==> src/rtl/ser_status_pkg.sv <==
package ser_status_pkg;
  localparam int unsigned FLAG_W   = 8;
  localparam int unsigned B_TXE    = 7;
  localparam int unsigned B_TXDONE = 6;
  localparam int unsigned B_RXF    = 5;
  localparam int unsigned B_NACK   = 4;
  localparam int unsigned B_STOP   = 3;
  localparam int unsigned B_ALOV   = 2;
  localparam int unsigned B_ADDR   = 1;
  localparam int unsigned B_GCALL  = 0;

  typedef logic [FLAG_W-1:0] flags_t;

  typedef struct packed {
    logic start_det;
    logic start_gen;
    logic stop_det;
    logic ninth_clk;
    logic rx_load;
    logic tx_load;
    logic tx_mode_sel;
    logic slave_rx2tx;
    logic addr_match;
    logic gcall;
    logic sda_mismatch;
    logic start_sda_hi;
    logic nack;
    logic last_tx;
    logic last_rx;
  } ev_t;
endpackage

==> src/rtl/ser_status_setlogic.sv <==
module ser_status_setlogic
  import ser_status_pkg::*;
(
  input  logic   clk,
  input  logic   rst,
  input  ev_t    ev,
  input  logic   sync_mode,
  input  logic   is_master,
  input  logic   is_tx,
  input  flags_t cur,
  output flags_t set_vec
);
  logic frame_done;

  // Remembers that a byte finished since the last start or stop.
  always_ff @(posedge clk) begin
    if (rst)                   frame_done <= 1'b0;
    else if (ev.start_det)     frame_done <= 1'b0;
    else if (ev.ninth_clk)     frame_done <= 1'b1;
    else if (ev.stop_det)      frame_done <= 1'b0;
  end

  logic i2c;
  assign i2c = ~sync_mode;

  always_comb begin
    set_vec           = '0;
    set_vec[B_TXE]    = ev.tx_load | ev.tx_mode_sel | ev.start_gen | ev.slave_rx2tx;
    set_vec[B_TXDONE] = sync_mode ? ev.last_tx : (ev.ninth_clk & cur[B_TXE]);
    set_vec[B_RXF]    = ev.rx_load;
    set_vec[B_NACK]   = i2c & ev.nack;
    set_vec[B_STOP]   = i2c & ev.stop_det & frame_done;
    set_vec[B_ALOV]   = sync_mode ? (ev.last_rx & cur[B_RXF])
                                  : (is_master & ((is_tx & ev.sda_mismatch) | ev.start_sda_hi));
    set_vec[B_ADDR]   = i2c & ~is_master & ~is_tx & ev.addr_match;
    set_vec[B_GCALL]  = i2c & ev.gcall;
  end
endmodule

==> src/rtl/ser_status_clrtrack.sv <==
module ser_status_clrtrack
  import ser_status_pkg::*;
(
  input  logic   clk,
  input  logic   rst,
  input  logic   st_rd,
  input  logic   st_wr,
  input  flags_t st_wdata,
  input  flags_t cur,
  output flags_t sw_clr
);
  flags_t seen;

  // Per-bit memory of flags observed as 1 by the last status read.
  always_ff @(posedge clk) begin
    if (rst)        seen <= '0;
    else if (st_rd) seen <= cur;
    else if (st_wr) seen <= '0;
  end

  assign sw_clr = st_wr ? (seen & ~st_wdata) : '0;
endmodule

==> src/rtl/ser_status_flags.sv <==
module ser_status_flags
  import ser_status_pkg::*;
(
  input  logic        clk,
  input  logic        rst,
  input  logic        sync_mode,
  input  logic        is_master,
  input  logic        is_tx,
  input  logic        ev_start_det,
  input  logic        ev_start_gen,
  input  logic        ev_stop_det,
  input  logic        ev_ninth_clk,
  input  logic        ev_rx_load,
  input  logic        ev_tx_load,
  input  logic        ev_tx_mode_sel,
  input  logic        ev_slave_rx2tx,
  input  logic        ev_addr_match,
  input  logic        ev_gcall,
  input  logic        ev_sda_mismatch,
  input  logic        ev_start_sda_hi,
  input  logic        ev_nack,
  input  logic        ev_last_tx_bit,
  input  logic        ev_last_rx_bit,
  input  logic        st_rd,
  input  logic        st_wr,
  input  logic [7:0]  st_wdata,
  input  logic        rxd_rd,
  input  logic        txd_wr,
  input  logic [7:0]  irq_en,
  output logic [7:0]  status,
  output logic        irq
);
  ev_t    ev;
  flags_t set_vec, sw_clr, side_clr, nxt;

  assign ev = '{start_det: ev_start_det, start_gen: ev_start_gen, stop_det: ev_stop_det,
                ninth_clk: ev_ninth_clk, rx_load: ev_rx_load, tx_load: ev_tx_load,
                tx_mode_sel: ev_tx_mode_sel, slave_rx2tx: ev_slave_rx2tx,
                addr_match: ev_addr_match, gcall: ev_gcall, sda_mismatch: ev_sda_mismatch,
                start_sda_hi: ev_start_sda_hi, nack: ev_nack, last_tx: ev_last_tx_bit,
                last_rx: ev_last_rx_bit};

  ser_status_setlogic u_set (
    .clk(clk), .rst(rst), .ev(ev), .sync_mode(sync_mode), .is_master(is_master),
    .is_tx(is_tx), .cur(status), .set_vec(set_vec)
  );

  ser_status_clrtrack u_clr (
    .clk(clk), .rst(rst), .st_rd(st_rd), .st_wr(st_wr), .st_wdata(st_wdata),
    .cur(status), .sw_clr(sw_clr)
  );

  always_comb begin
    side_clr           = '0;
    side_clr[B_RXF]    = rxd_rd;
    side_clr[B_TXE]    = txd_wr;
    side_clr[B_TXDONE] = txd_wr;
  end

  // Set events override any clear of the same bit.
  genvar gi;
  generate
    for (gi = 0; gi < FLAG_W; gi++) begin : g_bit
      assign nxt[gi] = set_vec[gi] | (status[gi] & ~(sw_clr[gi] | side_clr[gi]));
    end
  endgenerate

  always_ff @(posedge clk) begin
    if (rst) begin
      status <= '0;
      irq    <= 1'b0;
    end else begin
      status <= nxt;
      irq    <= |(nxt & irq_en);
    end
  end
endmodule

==> config.mk <==
export PLATFORM = sky130hd
export DESIGN_NAME = ser_status_flags
export DESIGN_NICKNAME = d
export VERILOG_FILES = /design/src/rtl/ser_status_pkg.sv /design/src/rtl/ser_status_setlogic.sv /design/src/rtl/ser_status_clrtrack.sv /design/src/rtl/ser_status_flags.sv
export SDC_FILE = /design/constraint.sdc
export NUM_CORES = 1
export LEC_CHECK = 0
export BUFFER_PORTS_ARGS = -buffer_cell sky130_fd_sc_hd__buf_2
export CAP_MARGIN = 20
export CELL_PAD_IN_SITES_DETAIL_PLACEMENT = 1
export CELL_PAD_IN_SITES_GLOBAL_PLACEMENT = 2
export CORE_MARGIN = 4
export CORE_UTILIZATION = 26
export CTS_CLUSTER_DIAMETER = 40
export DETAILED_ROUTE_END_ITERATION = 10
export HOLD_SLACK_MARGIN = 0.06
export PLACE_DENSITY = 0.81
export SYNTH_ARGS = -nofsm -noshare
export SYNTH_HDL_FRONTEND = slang
export SYNTH_HIERARCHICAL = 1
export SYNTH_SLANG_ARGS = --single-unit
export TNS_END_PERCENT = 20
==> constraint.sdc <==
create_clock -name clk -period 2.2 [get_ports clk]
set_input_delay 0.44 -clock clk [delete_from_list [all_inputs] [get_ports clk]]
set_output_delay 0.44 -clock clk [all_outputs]
set_load 0.05 [all_outputs]
==> results, run 1 <==
- The run finished with clean final reports.
- Buffers added to address setup during post-CTS repair amount to 0.
- Data on the critical path arrives at its endpoint at 1580 ps.
- The top cell type by total area after synthesis is dfxtp_1.
- The average routed wire per standard cell is 14.1 µm.
- The share of the synthesized area in the top cell type is 0.376.
- In this design, the stage delay of the slowest critical-path cell is 540 ps.
- The number of maximum-capacitance violations is 0.
- The wire length reported by the detailed router is 2860 µm.
- In the finished design, the share of the clock period the worst path needs comes to 0.665.
- Setup repair after global routing left no endpoint under its margin.
- The average footprint of a synthesized cell is 8.63 µm².
- The die covers 0.00472 mm².
- The netlist uses 29 different library cells.
- CTS built an H-tree with a depth of 1.
- The clock-pin slew on the worst setup and hold paths is 60 ps.
- The total number of vias is 945.
- The number of antenna violations at the first check in global routing is 0.
- The number of nets handed over by synthesis was 151.
- The top cell types in the final layout, fill and taps aside, are 48 x buf_2, 18 x nand2_1, 18 x dfxtp_1.
- Summing all multi-input logic gate instances after layout gives 510 µm².
- The aggregate negative setup slack is 0 ps.
- TritonCTS built the clock tree.
- The global routing stage identified its most utilized layer as met2.
- Ranked by total cell area, the synthesized netlist is headed by dfxtp_1 38%, o32ai_2 12%, nand2_1 7.0%.
- The slowest cell on the critical path is or4_1.
- The most common cell after layout, fill and taps aside is buf_2.
- After detailed routing, the number of remaining DRC violations is 0.
- The congestion estimate from routability-driven global placement came to 0.766.
- Across every metal layer, demand over resource in global routing totals 0.131.
- For this configuration, the core starts out at a cell density of 0.278.
- In this run the power density over the cells is 588 mW/mm².
- Based on the critical path, the design can be clocked at up to 683 MHz.
- Once layout is done, the placed cells without fillers occupy 0.00125 mm².
- Of the synthesized area, sequential elements account for 0.376.
- The transition time of the tightest slew-check pin is 467 ps.
- The global-route wire length before repair is 4650 µm.
- The Yosys step of the flow raised 6 warnings.
- In this run, CTS created clock tree buffers numbering 3.
- The core region is 0.00344 mm².
- In the final layout, flip-flops and latches occupy 360 µm².
- In this run the remaining antenna-violating nets after routing total 0.
- The met3 layer usage reported by global route is 0.0178.
- At the placement stage, the worst setup path has a slack of 488 ps.
- Clock skew on the completed layout was measured at 2.16 ps.
- The sort of element at the start of the critical path is a primary input.
- The critical path goes through buf_2 -> or4_1 -> a222oi_1 -> a41oi_1.
- The final number of hold-violating endpoints is 0.
- The insertion delay to the later sink of the worst-skew pair is 250 ps.
- The floorplan has 21 rows.
- The number of gates resized after CTS was 0.
- The maximum vdd drop is 0.000161 V.
- The first detailed-routing pass ran for 4 iterations.
- The post-route non-filler standard cell count is 203.
- The number of hold buffers added after CTS was 0.
- The area of the mapped netlist is 958 µm².
- Across all setup checks in the final design, the least slack found is 736 ps.
- In this run the count of I/O pins placed on the die edge is 49.
- In this run the worst path has a maximum fanout of 2.
- Entering global routing, the biggest net connects 19 pins.
- The total congestion overflow after global routing is 0.
- In the routed layout, each cell is associated on average with a via count of 4.66.
- The kind of critical path is in2reg.
- The half-perimeter wire length of the detailed placement result is 2350 µm.
- The fraction of met1 tracks used by global routing is 0.166.
- The number of global-route vias before repair is 1032.
- The relative slew slack is 0.684.
- The required time at the worst-slack endpoint is 2320 ps.
- Of the cells placed in the final design, the portion with a size suffix greater than 1 is 0.414.
- In this run the horizontal extent of the chip is 68.7 µm.
- The number of buffers on the longest clock path is 2.
- The total leakage power is 0.528 nW.
- The clock period could shrink to 1460 ps.
- The number of input and output port buffers inserted is 48.
- The min-delay analysis places its worst path in the category in2reg.
- The vertical extent of the die is 68.7 µm.
- The worst setup path is captured at a flop.
- At the end of the flow, the number of nets in the layout was 199.
- The placement-stage cell area is 0.00121 mm².
- The number of antenna diodes in the final layout is 0.
- The initial DRC count is 30.
- For this run, global-route usage on met2 was measured as 0.229.
- The synthesized netlist cell count is 111.
- Clock tree synthesis found a total of 18 sinks.
- The fill cell total of the finished layout is 443.
- The flop and latch count out of synthesis is 18.
- The final number of max-transition violations is 0.
- The area growth from synthesis to layout is 30.9%.
- Including well taps, the total number of placed cells is 200.
- The total setup violations reported at the end of the flow is 0.
- The root buffer cell chosen for the clock tree is clkbuf_8.
[per-stage QoR]
step           hold slack, ps  power (mW)  utilization
2_1_floorplan             471       0.457            -
6_report                  419       0.738        0.365
3_3_place_gp              480       0.516        0.353
4_1_cts                   417       0.749        0.365
5_1_grt                   426       0.774        0.365
3_5_place_dp              488       0.520        0.353
[layer usage]
layer	part of all wire	up-vias
met5	0	-
met4	0.013	0
met3	0.045	4
met2	0.51	26
met1	0.43	445
li1	-	470
[area by class of cell]
type / count / share of cell area
tap: 46 / 0.0459
timing repair buffer: 49 / 0.197
sequential: 18 / 0.287
multi-input combinational: 77 / 0.407
inverter: 10 / 0.0299
clock buffer: 3 / 0.0329
[Yosys cell counts]
master and n:
o21ba_2 3, and3_1 1, a21oi_1 6, nor3b_1 1, nand2b_1 2, nor3b_2 1, o2111a_1 1, nor2b_4 1
and3b_1 1, o21a_1 2, nand3_1 1, buf_2 1, o21ai_0 4, a311oi_2 1, nor2_1 16, clkbuf_1 1
buf_6 3, a222oi_1 1, nor4b_1 1, a41oi_1 1, or2_1 1, or4_1 1, or3b_1 1, inv_1 10
nor2b_1 5, dfxtp_1 18, o32ai_2 7, buf_4 1, nand2_1 18
[critical path, delay by kind of cell]
kind / cells / cell delay (ps)
compound gates: 2 / 510
buf+inv: 1 / 90
simple gates: 1 / 540
[power by group]
part / switching, mW / total (mW) / internal [mW] / leakage, nW
combinational: 0.0964 / 0.158 / 0.0614 / 0.358
sequential: 0.0103 / 0.352 / 0.342 / 0.148
clock: 0.106 / 0.228 / 0.122 / 0.0216
[cell families after synthesis]
| logic type | share of synthesized area |
|---|---|
| simple gates | 0.268 |
| buf+inv | 0.0914 |
| compound gates | 0.265 |
| flops | 0.376 |
[registers in the layout (all words and copies together), names as in the netlist]
| register | cells |
|---|---|
| u_clr/seen | 8 |
| irq | 1 |
| status | 8 |
| u_set/frame_done | 1 |
[final timing paths]
kind                                                 start                       endpoint  slack [ps]  cells after the start
worst max-delay path                        ev_tx_mode_sel                 irq$_SDFF_PP0_         740                      4
worst min-delay path                          ev_ninth_clk  u_set/frame_done$_SDFFE_PP0P_         420                      2
worst max register to register  u_clr/seen[3]$_SDFFE_PP0P_                 irq$_SDFF_PP0_         900                      6
worst min register to register  u_clr/seen[7]$_SDFFE_PP0P_     u_clr/seen[7]$_SDFFE_PP0P_         500                      2
No activity file was read; power rests on OpenSTA's default activity.
==> run 2: changes to the inputs <==
--- a/config.mk
+++ b/config.mk
@@ -10,11 +10,11 @@
 export CELL_PAD_IN_SITES_DETAIL_PLACEMENT = 1
 export CELL_PAD_IN_SITES_GLOBAL_PLACEMENT = 2
 export CORE_MARGIN = 4
-export CORE_UTILIZATION = 26
+export CORE_UTILIZATION = 21
 export CTS_CLUSTER_DIAMETER = 40
 export DETAILED_ROUTE_END_ITERATION = 10
 export HOLD_SLACK_MARGIN = 0.06
-export PLACE_DENSITY = 0.81
+export PLACE_DENSITY = 0.7
 export SYNTH_ARGS = -nofsm -noshare
 export SYNTH_HDL_FRONTEND = slang
 export SYNTH_HIERARCHICAL = 1
==> constraint.sdc (replaced) <==
create_clock -name clk -period 1.2 [get_ports clk]
set_input_delay 0.24 -clock clk [delete_from_list [all_inputs] [get_ports clk]]
set_output_delay 0.24 -clock clk [all_outputs]
set_load 0.05 [all_outputs]
==> run 2 against run 1 <==
Compared with the run above: the run now ends with negative setup slack left; register-to-register slack got worse by 940 ps; largest power group unchanged; sequential power up 84%; global-route usage decreased by 2.2 points; combinational power is 100% higher; design area increased by 9.1%; via count rose by 0.11%; total power rose by 87%; first-iteration DRC count decreased by 33%; sequential share of layout area decreased by 1.7 points; non-clock buffer count is 9 higher.
==> results, run 2 (same netlist as run 1, synthesis figures left out) <==
- The boundary pin count is 49 (unchanged).
- The worst hold path class is in2reg (unchanged).
- The total leakage power was 0.581 nW (was 0.528 nW).
- The relative slew slack was 0.739 (was 0.684).
- Ordered list of cells on the worst path: nand2_2 -> nor2_4 -> nor2b_4 -> o21a_1 -> a311oi_2 -> a41oi_1 (was buf_2 -> or4_1 -> a222oi_1 -> a41oi_1).
- The kind of critical path was reg2reg (was in2reg).
- The number of buffers on the longest clock path is 2 (unchanged).
- In the finished design, the share of the clock period the worst path needs comes to 1.04.
- The destination of the critical timing path is irq$_SDFF_PP0_ (unchanged).
- The vertical extent of the die is 75.6 µm (was 68.7 µm).
- The most common cell after layout, fill and taps aside is buf_2 (unchanged).
- Commonest cells after routing, fill and taps aside: 45 x buf_2, 17 x nand2_1, 15 x nor2_1 (was 48 x buf_2, 18 x nand2_1, 18 x dfxtp_1).
- The mean number of vias per cell came to 4.34 (was 4.66).
- The H-tree depth is 1 (unchanged).
- The insertion delay to the later sink of the worst-skew pair came to 250 ps (about the same).
- Static timing analysis puts the maximum clock frequency at 805 MHz.
- The placed instance count came to 215 (was 200).
- The setup clock skew after layout is 3.93 ps (was 2.16 ps).
- The maximum vdd drop is 0.000309 V (was 0.000161 V).
- The total congestion overflow after global routing was 0 (unchanged).
- The worst reg2reg path depth was 6 (unchanged).
- The final number of hold-violating endpoints is 0 (unchanged).
- The global-route total usage across every layer is 0.109 (was 0.131).
- The number of routed nets with antenna violations is 0 (unchanged).
- Status: finished, violations left (was finished clean).
- The first-pass detailed-route iteration total came to 4 (unchanged).
- The CTS tree is done (unchanged).
- The sort of element at the start of the critical path is a flop (was primary input).
- The number of buffers inserted to repair setup after CTS came to 0 (unchanged).
- The clock-pin slew on the worst setup and hold paths is 70 ps (was 60 ps).
- The gate family responsible for the most delay along the worst path is compound AO/OA/AOI/OAI gates (was simple AND/OR/NAND/NOR gates).
- The highest cell delay on the worst timing path is 330 ps (was 540 ps).
- The number of antenna cells inserted is 0 (unchanged).
- The endpoint of the lowest-slack register-to-register path is irq$_SDFF_PP0_ (unchanged).
- The transition time of the tightest slew-check pin is 391 ps (was 467 ps).
- The floorplan die area is 0.00571 mm² (was 0.00472 mm²).
- The number of antenna violations at the first check in global routing is 0 (unchanged).
- Largest registers ranked by flip-flop count: status x8, u_clr/seen x8 (unchanged).
- The TritonCTS buffer count was 3 (unchanged).
- The kind of end point of the critical path was a flop (unchanged).
- The peak fanout along the critical path is 2 (unchanged).
- The pin count of the biggest net entering global routing was 19 (unchanged).
- The final critical-path required period is 1240 ps.
- The checks that failed: negative setup slack.
- The signal arrival time at the worst endpoint is 1360 ps (was 1580 ps).
- The width of the die is 75.6 µm (was 68.7 µm).
- The number of global-route vias before repair is 1038 (was 1032).
- The number of cells on the critical path is 6 (was 4).
- The total area of sequential cells came to 369 µm² (was 360 µm²).
- The launching element of the worst setup path is u_clr/seen[3]$_SDFFE_PP0P_ (was ev_tx_mode_sel).
- The area inside the core boundary is 0.00438 mm² (was 0.00344 mm²).
- The sum of buffers and inverters on the critical path is 0 (was 1).
- The launching point of the worst reg2reg path is u_clr/seen[3]$_SDFFE_PP0P_ (unchanged).
- The number of input and output port buffers inserted is 48 (unchanged).
- The initial DRC count is 20 (was 30).
- The total number of vias is 946 (was 945).
- Setup repair after global routing missed its margin: true (was false).
- The number of remaining DRC errors came to 0 (unchanged).
- The number of maximum-capacitance violations was 0 (unchanged).
- The area growth from synthesis to layout is 42.8% (was 30.9%).
- The half-perimeter wire length of the detailed placement result was 2440 µm (was 2350 µm).
- The slowest cell on the critical path is dfxtp_2 (was or4_1).
- The clock root buffer was clkbuf_8 (unchanged).
- The smallest hold slack came to 215 ps (was 419 ps).
- The number of nets in the finished design is 208 (was 199).
- The routability congestion estimate came to 0.798 (was 0.766).
- The global-route wire length before repair is 4730 µm (was 4650 µm).
- The final worst-path setup slack is -42.4 ps (was 736 ps).
- The total power consumption of the routed design is 1.38 mW (was 738 µW).
- The fill cell total of the finished layout is 560 (was 443).
- The required time at the worst-slack endpoint is 1310 ps (was 2320 ps).
- The cell row count came to 24 (was 21).
- The area of the multi-input gates is 533 µm² (was 510 µm²).
- The hold buffer count at CTS came to 0 (unchanged).
- The post-route non-filler standard cell count is 218 (was 203).
- The areal power density over the cells is 1010 mW/mm² (was 588 mW/mm²).
- The initial core utilization is 0.219 (was 0.278).
- The final number of max-transition violations is 0 (unchanged).
- The worst reg-to-reg setup slack is -40 ps (was 900 ps).
- The wire length reported by the detailed router is 2900 µm (was 2860 µm).
- The total setup violations reported at the end of the flow is 1 (was 0).
- The average routed wire per standard cell is 13.3 µm (was 14.1 µm).
- The proportion of layout cells with a drive suffix above 1 is 0.524 (was 0.414).
- The clock sink count is 18 (unchanged).
-- run 2: cell types whose count changed in the layout (fill, tap and decap cells not counted), moves of 2 or more --
cell | previous run | this run
buf_4 | 1 | 11
buf_2 | 48 | 45
dfxtp_2 | 0 | 7
dfxtp_1 | 18 | 11
clkbuf_4 | 0 | 2
-- run 2: worst min path at each step --
| stage | start | to | slack [ps] | cells past startpoint |
|---|---|---|---|---|
| after floorplan | st_rd | u_clr/seen[2]$_SDFFE_PP0P_ | 350 | 1 |
| after global placement | ev_ninth_clk | u_set/frame_done$_SDFFE_PP0P_ | 470 | 2 |
| after detailed placement | ev_ninth_clk | u_set/frame_done$_SDFFE_PP0P_ | 470 | 2 |
| after CTS | ev_ninth_clk | u_set/frame_done$_SDFFE_PP0P_ | 210 | 2 |
| after global routing | ev_ninth_clk | u_set/frame_done$_SDFFE_PP0P_ | 220 | 2 |
| final | ev_ninth_clk | u_set/frame_done$_SDFFE_PP0P_ | 210 | 2 |
-- run 2: final cells by class --
cell class	count	share of cell area
timing repair buffer	58	0.236
tap	52	0.0475
inverter	10	0.0274
clock buffer	3	0.0302
multi-input combinational	77	0.389
sequential	18	0.270
-- run 2: through the flow --
stage | area (µm²) | worst slack [ps] | utilization | TNS (ps)
after floorplan | 967 | -88.0 | - | -88.0
after global placement | 1300 | -229 | 0.296 | -326
after detailed placement | 1300 | -255 | 0.296 | -629
after CTS | 1350 | -54.1 | 0.308 | -54.1
after global routing | 1370 | -102 | 0.312 | -102
final | 1370 | -42.4 | 0.312 | -42.4
-- run 2: repair_timing --
action / in CTS / in global routing
resized for setup: 7 / 6
endpoints found under the setup margin: 2 / 3
pin swaps: 6 / 9
-- run 2: power by group --
group / internal, mW / total, mW / switching (mW)
clock network: 0.223 / 0.416 / 0.193
logic: 0.135 / 0.320 / 0.184
registers: 0.628 / 0.646 / 0.0176
total: 0.986 / 1.38 / 0.395
-- run 2: per-layer routing --
layer  GRT usage  part of all wire  up-vias
li1            -                 -      490
met1       0.148              0.45      423
met2       0.172              0.48       31
met3      0.0237             0.058        2
met4      0.0350            0.0066        0
met5           0                 0        -
==> run 3: changes to the inputs <==
--- a/config.mk
+++ b/config.mk
@@ -10,13 +10,12 @@
 export CELL_PAD_IN_SITES_DETAIL_PLACEMENT = 1
 export CELL_PAD_IN_SITES_GLOBAL_PLACEMENT = 2
 export CORE_MARGIN = 4
-export CORE_UTILIZATION = 21
+export CORE_UTILIZATION = 20
 export CTS_CLUSTER_DIAMETER = 40
 export DETAILED_ROUTE_END_ITERATION = 10
 export HOLD_SLACK_MARGIN = 0.06
-export PLACE_DENSITY = 0.7
+export PLACE_DENSITY = 0.72
 export SYNTH_ARGS = -nofsm -noshare
 export SYNTH_HDL_FRONTEND = slang
-export SYNTH_HIERARCHICAL = 1
 export SYNTH_SLANG_ARGS = --single-unit
 export TNS_END_PERCENT = 20
==> run 3 against run 2 <==
Compared with the run above: the run still ends with negative setup slack left; highest routed layer unchanged; critical path depth decreased by 2; final cell count fell by 12%; synthesized cell count decreased by 18%; total power fell by 1.2%; combinational power down 15%; via count down 6.7%; global-route usage up 0.11 points; sequential power hardly changed; utilization grew 0.066 points; die area is 10% lower.
==> results, run 3 <==
- Status: finished, violations left (unchanged).
- Violations in the final reports: negative setup slack (unchanged).
- The worst reg-to-reg setup slack is -60 ps (was -40 ps).
- The global-route total usage across every layer is 0.110 (was 0.109).
- The total power consumption of the routed design was 1.36 mW (was 1.38 mW).
- The number of antenna cells inserted is 0 (unchanged).
- The final critical-path required period is 1260 ps (was 1240 ps).
- The met3 layer usage reported by global route came to 0.0449 (was 0.0237).
- The CTS tree is done (unchanged).
- The number of enable-type register cells in the synthesized netlist is 0 (unchanged).
- The area of the mapped netlist is 807 µm² (was 958 µm²).
- The yosys synthesis warning count is 0 (was 6).
- The total number of vias came to 883 (was 946).
- The worst reg2reg path depth came to 4 (was 6).
- The fraction of met1 tracks used by global routing is 0.138 (was 0.148).
- The clock-pin slew on the worst setup and hold paths is 70 ps (about the same).
- The total leakage power is 0.549 nW (was 0.581 nW).
- The smallest hold slack is 143 ps (was 215 ps).
- The endpoint of the lowest-slack register-to-register path is irq$_SDFF_PP0_ (unchanged).
- The area inside the core boundary is 0.00377 mm² (was 0.00438 mm²).
- The number of nets in the finished design was 185 (was 208).
- Most instantiated cells after synthesis: 18 x dfxtp_1, 10 x a21oi_1, 9 x nor2_1, 9 x nor3b_1, 6 x and2_1 (was 18 x dfxtp_1, 18 x nand2_1, 16 x nor2_1).
- The launch instance of the worst min-delay path is ev_start_det (was ev_ninth_clk).
- The half-perimeter wire length of the detailed placement result is 2240 µm (was 2440 µm).
- The wire length reported by the detailed router is 2750 µm (was 2900 µm).
- The average routed wire per standard cell is 14.3 µm (was 13.3 µm).
- Setup repair after global routing missed its margin: true (unchanged).
- Commonest cells after routing, fill and taps aside: 48 x buf_2, 13 x dfxtp_1, 10 x a21oi_1 (was 45 x buf_2, 17 x nand2_1, 15 x nor2_1).
- The met2 usage in global routing is 0.183 (was 0.172).
- The maximum vdd drop came to 0.000564 V (was 0.000309 V).
- The count of cell types in the netlist came to 29 (unchanged).
- The share of the synthesized area in the top cell type is 0.447 (was 0.376).
- The final number of hold-violating endpoints is 0 (unchanged).
- The first-pass detailed-route iteration total is 4 (unchanged).
- The floorplan die area was 0.00512 mm² (was 0.00571 mm²).
- The boundary pin count is 49 (unchanged).
- The final worst-path setup slack is -63.6 ps (was -42.4 ps).
- The maximum achievable frequency is 791 MHz (was 805 MHz).
- The kind of critical path is reg2reg (unchanged).
- The sequential cell area fraction in the yosys report is 0.447 (was 0.376).
- The number of buffers on the longest clock path is 2 (unchanged).
- The worst hold path class was in2reg (unchanged).
- The clock sink count is 18 (unchanged).
- The number of nets in the synthesized netlist came to 131 (was 151).
- The kind of end point of the critical path was a flop (unchanged).
- The signal arrival time at the worst endpoint was 1380 ps (was 1360 ps).
- The most common cell after layout, fill and taps aside is buf_2 (unchanged).
- The final worst-path cycle share is 1.05 (was 1.04).
- The width of the die came to 71.5 µm (was 75.6 µm).
- The sort of element at the start of the critical path is a flop (unchanged).
- The worst setup timing slack at the placement stage was -211 ps (was -255 ps).
- The transition time of the tightest slew-check pin is 342 ps (was 391 ps).
- The flop and latch count out of synthesis is 18 (unchanged).
- The insertion delay to the later sink of the worst-skew pair is 250 ps (about the same).
- The synthesized netlist cell count is 91 (was 111).
- The fraction of registers with async set or reset after synthesis is 0 (unchanged).
- The number of maximum-capacitance violations is 0 (unchanged).
- The launching point of the worst reg2reg path is u_clr.seen[5]$_SDFFE_PP0P_ (was u_clr/seen[3]$_SDFFE_PP0P_).
- The required time at the worst-slack endpoint is 1320 ps (was 1310 ps).
- The top cell type by total area after synthesis is dfxtp_1 (unchanged).
- The flip-flop cell with the highest count after synthesis is dfxtp_1 (unchanged).
- The TritonCTS buffer count is 3 (unchanged).
- The proportion of layout cells with a drive suffix above 1 is 0.424 (was 0.524).
- The areal power density over the cells is 1160 mW/mm² (was 1010 mW/mm²).
- The final number of max-transition violations was 0 (unchanged).
- The average footprint of a synthesized cell was 8.87 µm² (was 8.63 µm²).
- The mean number of vias per cell came to 4.60 (was 4.34).
- The peak fanout along the critical path is 2 (unchanged).
- The initial DRC count came to 16 (was 20).
- The worst hold path stage count came to 2 (unchanged).
- The initial core utilization is 0.214 (was 0.219).
- The relative slew slack is 0.772 (was 0.739).
- The vertical extent of the die is 71.5 µm (was 75.6 µm).
- The global-route wire length before repair was 4360 µm (was 4730 µm).
- The number of routed nets with antenna violations came to 0 (unchanged).
- The total setup violations reported at the end of the flow is 1 (unchanged).
- The pin count of the biggest net entering global routing is 17 (was 19).
- In the post-synthesis netlist, the cell with the most instances is dfxtp_1.
- The setup clock skew after layout is 3.70 ps (was 3.93 ps).
- The hold buffer count at CTS is 0 (unchanged).
- The worst min-delay path endpoint is u_set.frame_done$_SDFFE_PP0P_ (was u_set/frame_done$_SDFFE_PP0P_).
- The number of input and output port buffers inserted was 48 (unchanged).
- The number of remaining DRC errors is 0 (unchanged).
- The highest-utilization routing layer at the global route stage is met2 (unchanged).
- Largest registers ranked by flip-flop count: status x8, u_clr.seen x8 (was status x8, u_clr/seen x8).
- Top cells by area in the synthesized netlist: dfxtp_1 45%, nor3b_1 8.4%, a21oi_1 6.2% (was dfxtp_1 38%, o32ai_2 12%, nand2_1 7.0%).
- The number of buffers inserted to repair setup after CTS is 0 (unchanged).
- The total congestion overflow after global routing is 0 (unchanged).
- The cell row count is 22 (was 24).
- The number of global-route vias before repair was 936 (was 1038).
- The area growth from synthesis to layout is 46.2% (was 42.8%).
- The routability congestion estimate is 0.749 (was 0.798).
- The clock root buffer is clkbuf_8 (unchanged).
- The number of antenna violations at the first check in global routing was 0 (unchanged).
- The H-tree depth came to 1 (unchanged).
run 3: what timing repair did:
item                       4_1_cts  5_1_grt
gates resized for setup          2        0
setup endpoints to repair        1        1
gates cloned                     0        0
pin swaps                        3        0
run 3: layer usage:
layer  share of wire  wire length, µm
met1            0.45             1230
met4          0.0047               13
met5               0                0
met3           0.082              225
met2            0.47             1280
run 3: cells by family after synthesis:
| family | count (synthesis) | share of synthesized area |
|---|---|---|
| compound gates | 24 | 0.205 |
| buf+inv | 9 | 0.0465 |
| flops | 18 | 0.447 |
| simple gates | 40 | 0.302 |
run 3: worst max-delay path, stage by stage (launching register included):
cell	delay, ps
dfxtp_2	330
nand3b_1	70
a31o_1	190
a222oi_1	370
a41oi_1	170
run 3: worst max path at each step:
| stage | cells after the start | startpoint | slack, ps | to |
|---|---|---|---|---|
| 2_1_floorplan | 3 | status[5]$_SDFF_PP0_ | 10 | irq$_SDFF_PP0_ |
| 3_3_place_gp | 5 | st_wr | -200 | irq$_SDFF_PP0_ |
| 3_5_place_dp | 5 | st_wr | -210 | irq$_SDFF_PP0_ |
| 4_1_cts | 4 | u_clr.seen[5]$_SDFFE_PP0P_ | -30 | irq$_SDFF_PP0_ |
| 5_1_grt | 4 | u_clr.seen[5]$_SDFFE_PP0P_ | -140 | irq$_SDFF_PP0_ |
| 6_report | 4 | u_clr.seen[5]$_SDFFE_PP0P_ | -60 | irq$_SDFF_PP0_ |
run 3: cell type report:
type                    count  area, µm²
clock buffers               4       45.0
fillers                   459       2590
inverters                   5       18.8
multi-input cells          64        409
flip-flops and latches     18        369
well taps                  48       60.1
repair buffers             53        278
run 3: stage by stage:
stage	cells	instance area, µm²	TNS [ps]	util
6_report	192	1180	-63.6	0.313
5_1_grt	192	1180	-140	0.313
4_1_cts	192	1180	-33.5	0.313
3_5_place_dp	188	1130	-211	0.301
3_3_place_gp	188	1130	-197	0.301
2_1_floorplan	91	815	0	-
run 3: power by group:
part | leakage (nW) | switching [mW] | internal [mW]
Sequential | 0.149 | 0.0196 | 0.627
Clock | 0.0228 | 0.210 | 0.236
Combinational | 0.376 | 0.157 | 0.115
Total | 0.549 | 0.387 | 0.978
